`config.mk`:
```
export PLATFORM = sky130hd
export DESIGN_NAME = fwd_tbl_window
export DESIGN_NICKNAME = d
export VERILOG_FILES = /design/src/rtl/fwd_tbl_pkg.sv /design/src/rtl/fwd_tbl_regdec.sv /design/src/rtl/fwd_tbl_array.sv /design/src/rtl/fwd_tbl_wordbank.sv /design/src/rtl/fwd_tbl_window.sv
export SDC_FILE = /design/constraint.sdc
export NUM_CORES = 2
export LEC_CHECK = 0
export ABC_AREA = 1
export BUFFER_PORTS_ARGS = -buffer_cell sky130_fd_sc_hd__clkbuf_2
export CAP_MARGIN = 20
export CORE_UTILIZATION = 27
export CTS_CLUSTER_DIAMETER = 80
export DETAILED_ROUTE_END_ITERATION = 10
export SLEW_MARGIN = 15
export SYNTH_ARGS = -nofsm -noshare
export SYNTH_HDL_FRONTEND = slang
export SYNTH_HIERARCHICAL = 1
export SYNTH_SLANG_ARGS = --single-unit
```
`constraint.sdc`:
```
create_clock -name clk -period 2.3 [get_ports clk]
set_input_delay 0.23 -clock clk [delete_from_list [all_inputs] [get_ports clk]]
set_output_delay 0.23 -clock clk [all_outputs]
set_load 0.01 [all_outputs]
```
`src/rtl/fwd_tbl_pkg.sv`:
```
package fwd_tbl_pkg;
  localparam int ENTRY_W  = 68;
  localparam int WORD_W   = 32;
  localparam int NWORDS   = 3;
  localparam int HI_W     = ENTRY_W - 2 * WORD_W;
  localparam int ADDR_W   = 8;
  localparam int COMMIT_B = 31;

  localparam logic [ADDR_W-1:0] A_IDENT = 8'h00;
  localparam logic [ADDR_W-1:0] A_CTRL  = 8'h20;
  localparam logic [ADDR_W-1:0] A_WORD0 = 8'h34;

  typedef logic [NWORDS-1:0][WORD_W-1:0] word_set_t;

  // word 0 carries the top slice, word 2 the bottom slice
  function automatic logic [ENTRY_W-1:0] join_words(input word_set_t w);
    return {w[0][HI_W-1:0], w[1], w[2]};
  endfunction

  function automatic logic [WORD_W-1:0] slice_word(input logic [ENTRY_W-1:0] e,
                                                   input int k);
    logic [WORD_W-1:0] r;
    case (k)
      0:       r = {{(WORD_W-HI_W){1'b0}}, e[ENTRY_W-1 -: HI_W]};
      1:       r = e[2*WORD_W-1 -: WORD_W];
      default: r = e[WORD_W-1:0];
    endcase
    return r;
  endfunction

  function automatic logic [WORD_W-1:0] top_mask();
    return {{(WORD_W-HI_W){1'b0}}, {HI_W{1'b1}}};
  endfunction
endpackage

```
`src/rtl/fwd_tbl_regdec.sv`:
```
module fwd_tbl_regdec
  import fwd_tbl_pkg::*;
(
  input  logic [ADDR_W-1:0] addr,
  input  logic              we,
  output logic              hit_ident,
  output logic              hit_ctrl,
  output logic [NWORDS-1:0] hit_word,
  output logic              we_ctrl,
  output logic [NWORDS-1:0] we_word
);
  assign hit_ident = (addr == A_IDENT);
  assign hit_ctrl  = (addr == A_CTRL);
  assign we_ctrl   = we & hit_ctrl;

  for (genvar k = 0; k < NWORDS; k++) begin : g_word
    localparam logic [ADDR_W-1:0] OFS = A_WORD0 + ADDR_W'(4 * k);
    assign hit_word[k] = (addr == OFS);
    assign we_word[k]  = we & hit_word[k];
  end
endmodule

```
`src/rtl/fwd_tbl_array.sv`:
```
module fwd_tbl_array
  import fwd_tbl_pkg::*;
#(
  parameter int N     = 24,
  parameter int IDX_W = 5
) (
  input  logic               clk,
  input  logic               rst_n,
  input  logic               clr,
  input  logic               wr_en,
  input  logic [IDX_W-1:0]   wr_idx,
  input  logic [ENTRY_W-1:0] wr_data,
  input  logic [IDX_W-1:0]   rd_idx,
  output logic [ENTRY_W-1:0] rd_data
);
  logic [ENTRY_W-1:0] mem [N];
  logic               any_set;

  always_ff @(posedge clk or negedge rst_n) begin
    if (!rst_n) begin
      for (int i = 0; i < N; i++) mem[i] <= '0;
    end else if (clr) begin
      for (int i = 0; i < N; i++) mem[i] <= '0;
    end else if (wr_en && (int'(wr_idx) < N)) begin
      mem[wr_idx] <= wr_data;
    end
  end

  assign rd_data = (int'(rd_idx) < N) ? mem[rd_idx] : '0;

  always_comb begin
    any_set = 1'b0;
    for (int i = 0; i < N; i++) any_set = any_set | (|mem[i]);
  end

  p_clear_empties_r7: assert property (@(posedge clk) disable iff (!rst_n)
    clr |=> !any_set);
endmodule

```
`src/rtl/fwd_tbl_wordbank.sv`:
```
module fwd_tbl_wordbank
  import fwd_tbl_pkg::*;
(
  input  logic               clk,
  input  logic               rst_n,
  input  logic               load,
  input  logic [ENTRY_W-1:0] load_data,
  input  logic [NWORDS-1:0]  wr_word,
  input  logic [WORD_W-1:0]  wdata,
  output word_set_t          words
);
  for (genvar k = 0; k < NWORDS; k++) begin : g_w
    localparam logic [WORD_W-1:0] KEEP = (k == 0) ? top_mask() : '1;
    always_ff @(posedge clk or negedge rst_n) begin
      if (!rst_n)          words[k] <= '0;
      else if (load)       words[k] <= slice_word(load_data, k);
      else if (wr_word[k]) words[k] <= wdata & KEEP;
    end
  end

  p_words_hold_r8: assert property (@(posedge clk) disable iff (!rst_n)
    (!load && wr_word == '0) |=> $stable(words));
  p_top_clean_r2: assert property (@(posedge clk) disable iff (!rst_n)
    words[0][WORD_W-1:HI_W] == '0);
endmodule

```
`src/rtl/fwd_tbl_window.sv`:
```
module fwd_tbl_window
  import fwd_tbl_pkg::*;
#(
  parameter int          NUM_ENTRIES = 24,
  parameter logic [7:0]  REV_MAJOR   = 8'h01,
  parameter logic [7:0]  REV_MINOR   = 8'h03
) (
  input  logic        clk,
  input  logic        rst_n,
  input  logic        clr_i,
  input  logic [7:0]  reg_addr,
  input  logic [31:0] reg_wdata,
  input  logic        reg_we,
  output logic [31:0] reg_rdata
);
  localparam int IDX_W = (NUM_ENTRIES > 1) ? $clog2(NUM_ENTRIES) : 1;
  localparam logic [WORD_W-1:0] IDENT = {16'h0, REV_MAJOR, REV_MINOR};

  logic              hit_ident, hit_ctrl, we_ctrl;
  logic [NWORDS-1:0] hit_word, we_word;
  logic [30:0]       ctl_idx;
  logic              idx_ok, sel_go, commit_go;
  logic [ENTRY_W-1:0] arr_rd, load_data;
  word_set_t         words;

  fwd_tbl_regdec u_dec (
    .addr(reg_addr), .we(reg_we),
    .hit_ident(hit_ident), .hit_ctrl(hit_ctrl), .hit_word(hit_word),
    .we_ctrl(we_ctrl), .we_word(we_word)
  );

  // index decode shared by select and commit
  assign ctl_idx   = reg_wdata[30:0];
  assign idx_ok    = (ctl_idx < 31'(NUM_ENTRIES));
  assign sel_go    = we_ctrl & ~reg_wdata[COMMIT_B];
  assign commit_go = we_ctrl &  reg_wdata[COMMIT_B];
  assign load_data = idx_ok ? arr_rd : '0;

  fwd_tbl_array #(.N(NUM_ENTRIES), .IDX_W(IDX_W)) u_arr (
    .clk(clk), .rst_n(rst_n), .clr(clr_i),
    .wr_en(commit_go & idx_ok), .wr_idx(ctl_idx[IDX_W-1:0]),
    .wr_data(join_words(words)),
    .rd_idx(ctl_idx[IDX_W-1:0]), .rd_data(arr_rd)
  );

  fwd_tbl_wordbank u_bank (
    .clk(clk), .rst_n(rst_n), .load(sel_go), .load_data(load_data),
    .wr_word(we_word), .wdata(reg_wdata), .words(words)
  );

  always_comb begin
    reg_rdata = '0;
    if (hit_ident) reg_rdata = IDENT;
    for (int k = 0; k < NWORDS; k++)
      if (hit_word[k]) reg_rdata = words[k];
  end

  p_sel_load_r3: assert property (@(posedge clk) disable iff (!rst_n)
    (sel_go && idx_ok) |=> join_words(words) == $past(arr_rd));
  p_oob_zero_r5: assert property (@(posedge clk) disable iff (!rst_n)
    (sel_go && !idx_ok) |=> words == '0);
  p_commit_keeps_words_r4: assert property (@(posedge clk) disable iff (!rst_n)
    commit_go |=> $stable(words));
  p_ident_r6: assert property (@(posedge clk) disable iff (!rst_n)
    hit_ident |-> reg_rdata == IDENT);
  p_unmapped_zero_r1: assert property (@(posedge clk) disable iff (!rst_n)
    (!hit_ident && hit_word == '0) |-> reg_rdata == '0);
endmodule

```
==> summary.txt <==
Run status
  • Status: complete, no violations

Drt
  • Routed Antenna Nets: 0
  • DR WL/cell: 23.6 um
  • Drt total wl: 333,000 um
  • Via density: 5.48
  • Starting DRT DRC Count: 10,300
  • Total vias in the final route: 77,400
  • Drt pass-1 iters: 6
  • DRC viols: 0

Pwr
  • Pwr Density: 674 nW/um^2
  • VDD IR max: 0.000764 V
  • P_leak: roughly 42 nW

Clocking
  • Clock buffer depth: 3
  • Worst-path clk slew: 60 ps
  • CTS tree: done
  • Post-CTS setup repair buffer count: 0
  • TritonCTS Buffers: 181
  • Clock latency at the later pin of the worst-skew pair: 850 ps
  • H-tree depth: 4
  • Sink Count: 1,700
  • Clock root cell: clkbuf_16

Flow run
  • Number of max-cap violations: 0

Setup path
  • CP delay by family, top: flip-flops
  • R2R Setup Slk: 580 ps
  • CP Capture Type: output port
  • Max Fanout on Critical Path: 4
  • Worst setup SP type: flop
  • CP Cell Sequence: a21oi_1 > a21oi_1 > buf_4 > clkbuf_2
  • Largest incremental delay on the critical path: between 500 and 600 ps
  • Critical path buffers and inverters: 2
  • Slowest-stage cell, CP: dfrtp_1
  • CP arrival: 2060 ps
  • CP Class: reg -> out
  • Worst Path Required: 2070 ps
  • Top cell by count, worst path: a21oi_1

Timing
  • Worst-margin pin slew: about 600 ps
  • F_max: 438 MHz
  • RSZ-0062 raised after global routing: false
  • Tmin final: 2290 ps
  • Slew HR: 59.2%
  • Setup violators final: 0
  • Final Skew: roughly 36 ps
  • Max-slew violation count: 0
  • Hold Fails Final Rpt: 0
  • Final Cycle Share: between 90 and 100%

Layout
  • Area Overhead vs Synth: 19.1%
  • Share of cells above drive strength 1: 11.0%
  • Final core utilization: between 30% and 40%
  • Filler Cells Inserted: 31,500
  • Final Cell Area: a little under 100,000 um^2
  • Layout Nets: 10,100

Placement
  • GPL Wtd Cong: 0.912
  • Placed cell area: 90,700 um^2
  • Number of port buffers: 75
  • HPWL Detailed: 197,000 um

Floorplan
  • Die area: 304,000 um^2
  • IO Pins: 76
  • Die X-Extent: 551 um
  • Initial core utilization: 27.2%
  • Core Region: 300,000 um^2
  • Die Y: between 500 and 600 um
  • FP Rows: 201

Global route
  • Vias in the first global route: 73,200
  • First-pass GRT wire length: 495,000 um
  • Initial antenna violation count: 14
  • Gr usage total: 21.5%
  • Largest net degree at the start of global routing: 86
  • Gr ovfl total: 0

Min path
  • Hold crit path type: in -> reg

Yosys
  • Cells after synthesis: around 10,000
  • Yosys warnings: 6
  • Synthesized area: 81,500 um^2
  • Synth Area per Inst: 8.09 um^2
[routing by layer]
metal	wire length, um	vias up	share of wire, %	track usage (%)
li1	-	34200	-	-
met1	136000	37900	41	29.5
met2	143000	4445	43	32.0
met3	35700	919	11	4.65
met4	18200	4	5.5	10.2
met5	27	-	0.0081	0
[per-stage QoR]
stage                     instances  worst slack (ps)  hold WS, ps  total power [mW]  TNS (ps)
after global placement        13800              -360          208              35.9   -376260
after global routing          14100              11.3         73.6              67.1         0
after floorplan               10100               340        -65.6              33.0         0
after detailed placement      13800              -376          207              35.9   -403640
after CTS                     14100              16.1         43.5              65.5         0
final                         14100              14.3         99.7              65.4         0
[power breakdown]
part / internal, mW / switching [mW] / leakage, nW / total, mW
registers: 30.0 / 0.116 / 23.7 / 30.1
logic: 1.55 / 3.89 / 15.1 / 5.44
clock network: 16.9 / 12.9 / 2.92 / 29.9
[flip-flops by register name (all words and copies together) (netlist names)]
name and flops:
u_arr/mem 1632, u_bank/words 68
[path summary, 6_finish.rpt]
path / depth (start not counted) / start / end
setup reg to reg: 12 / u_arr/mem[1427] / u_bank/words[3]
hold / removal: 4 / clr_i / u_arr/mem[1083]
max in group asynchronous: 4 / rst_n / u_arr/mem[1395]
min in group asynchronous: 3 / rst_n / u_arr/mem[989]
hold reg to reg: 2 / u_arr/mem[554] / u_arr/mem[554]
setup / recovery: 4 / u_bank/words[46] / reg_rdata[14]
[tightest hold or removal path, delay by kind of cell]
| kind | cells | cell delay, ps |
|---|---|---|
| buf+inv | 2 | 430 |
| simple gates | 1 | 140 |
| compound gates | 1 | 70 |
[area by class of cell]
cell class              count  area [um^2]  share of cell area (%)
diodes                      9         22.5                  0.0232
clock buffers             275         5380                    5.54
clock inverters            46          573                   0.590
inverters                 392         1510                    1.56
multi-input cells        6975        32900                    34.0
flip-flops and latches   1700        42500                    43.8
well taps                3958         4950                    5.10
repair buffers            771         9120                    9.40
[placed cells by master (no fill, tap or decap), types with 22 or more instances in the layout]
cell,instances
inv_1,358
buf_12,270
dlygate4sd3_1,33
conb_1,28
clkinv_2,22
inv_2,25
o22ai_1,272
o21ai_1,134
clkbuf_2,70
clkbuf_8,43
buf_4,393
a21oi_1,328
nand3_1,2449
nand2_1,2056
nor3_1,58
clkbuf_1,48
clkbuf_16,184
dfrtp_1,1696
o21ai_0,1498
nor2_1,79
[what timing repair did]
item / CTS / global route
hold buffers: 34 / 0
setup endpoints to repair: 3 / 467
gates resized for setup: 3 / 12
hold endpoints to repair: 1199 / 0
No activity file was read; power rests on OpenSTA's default activity.
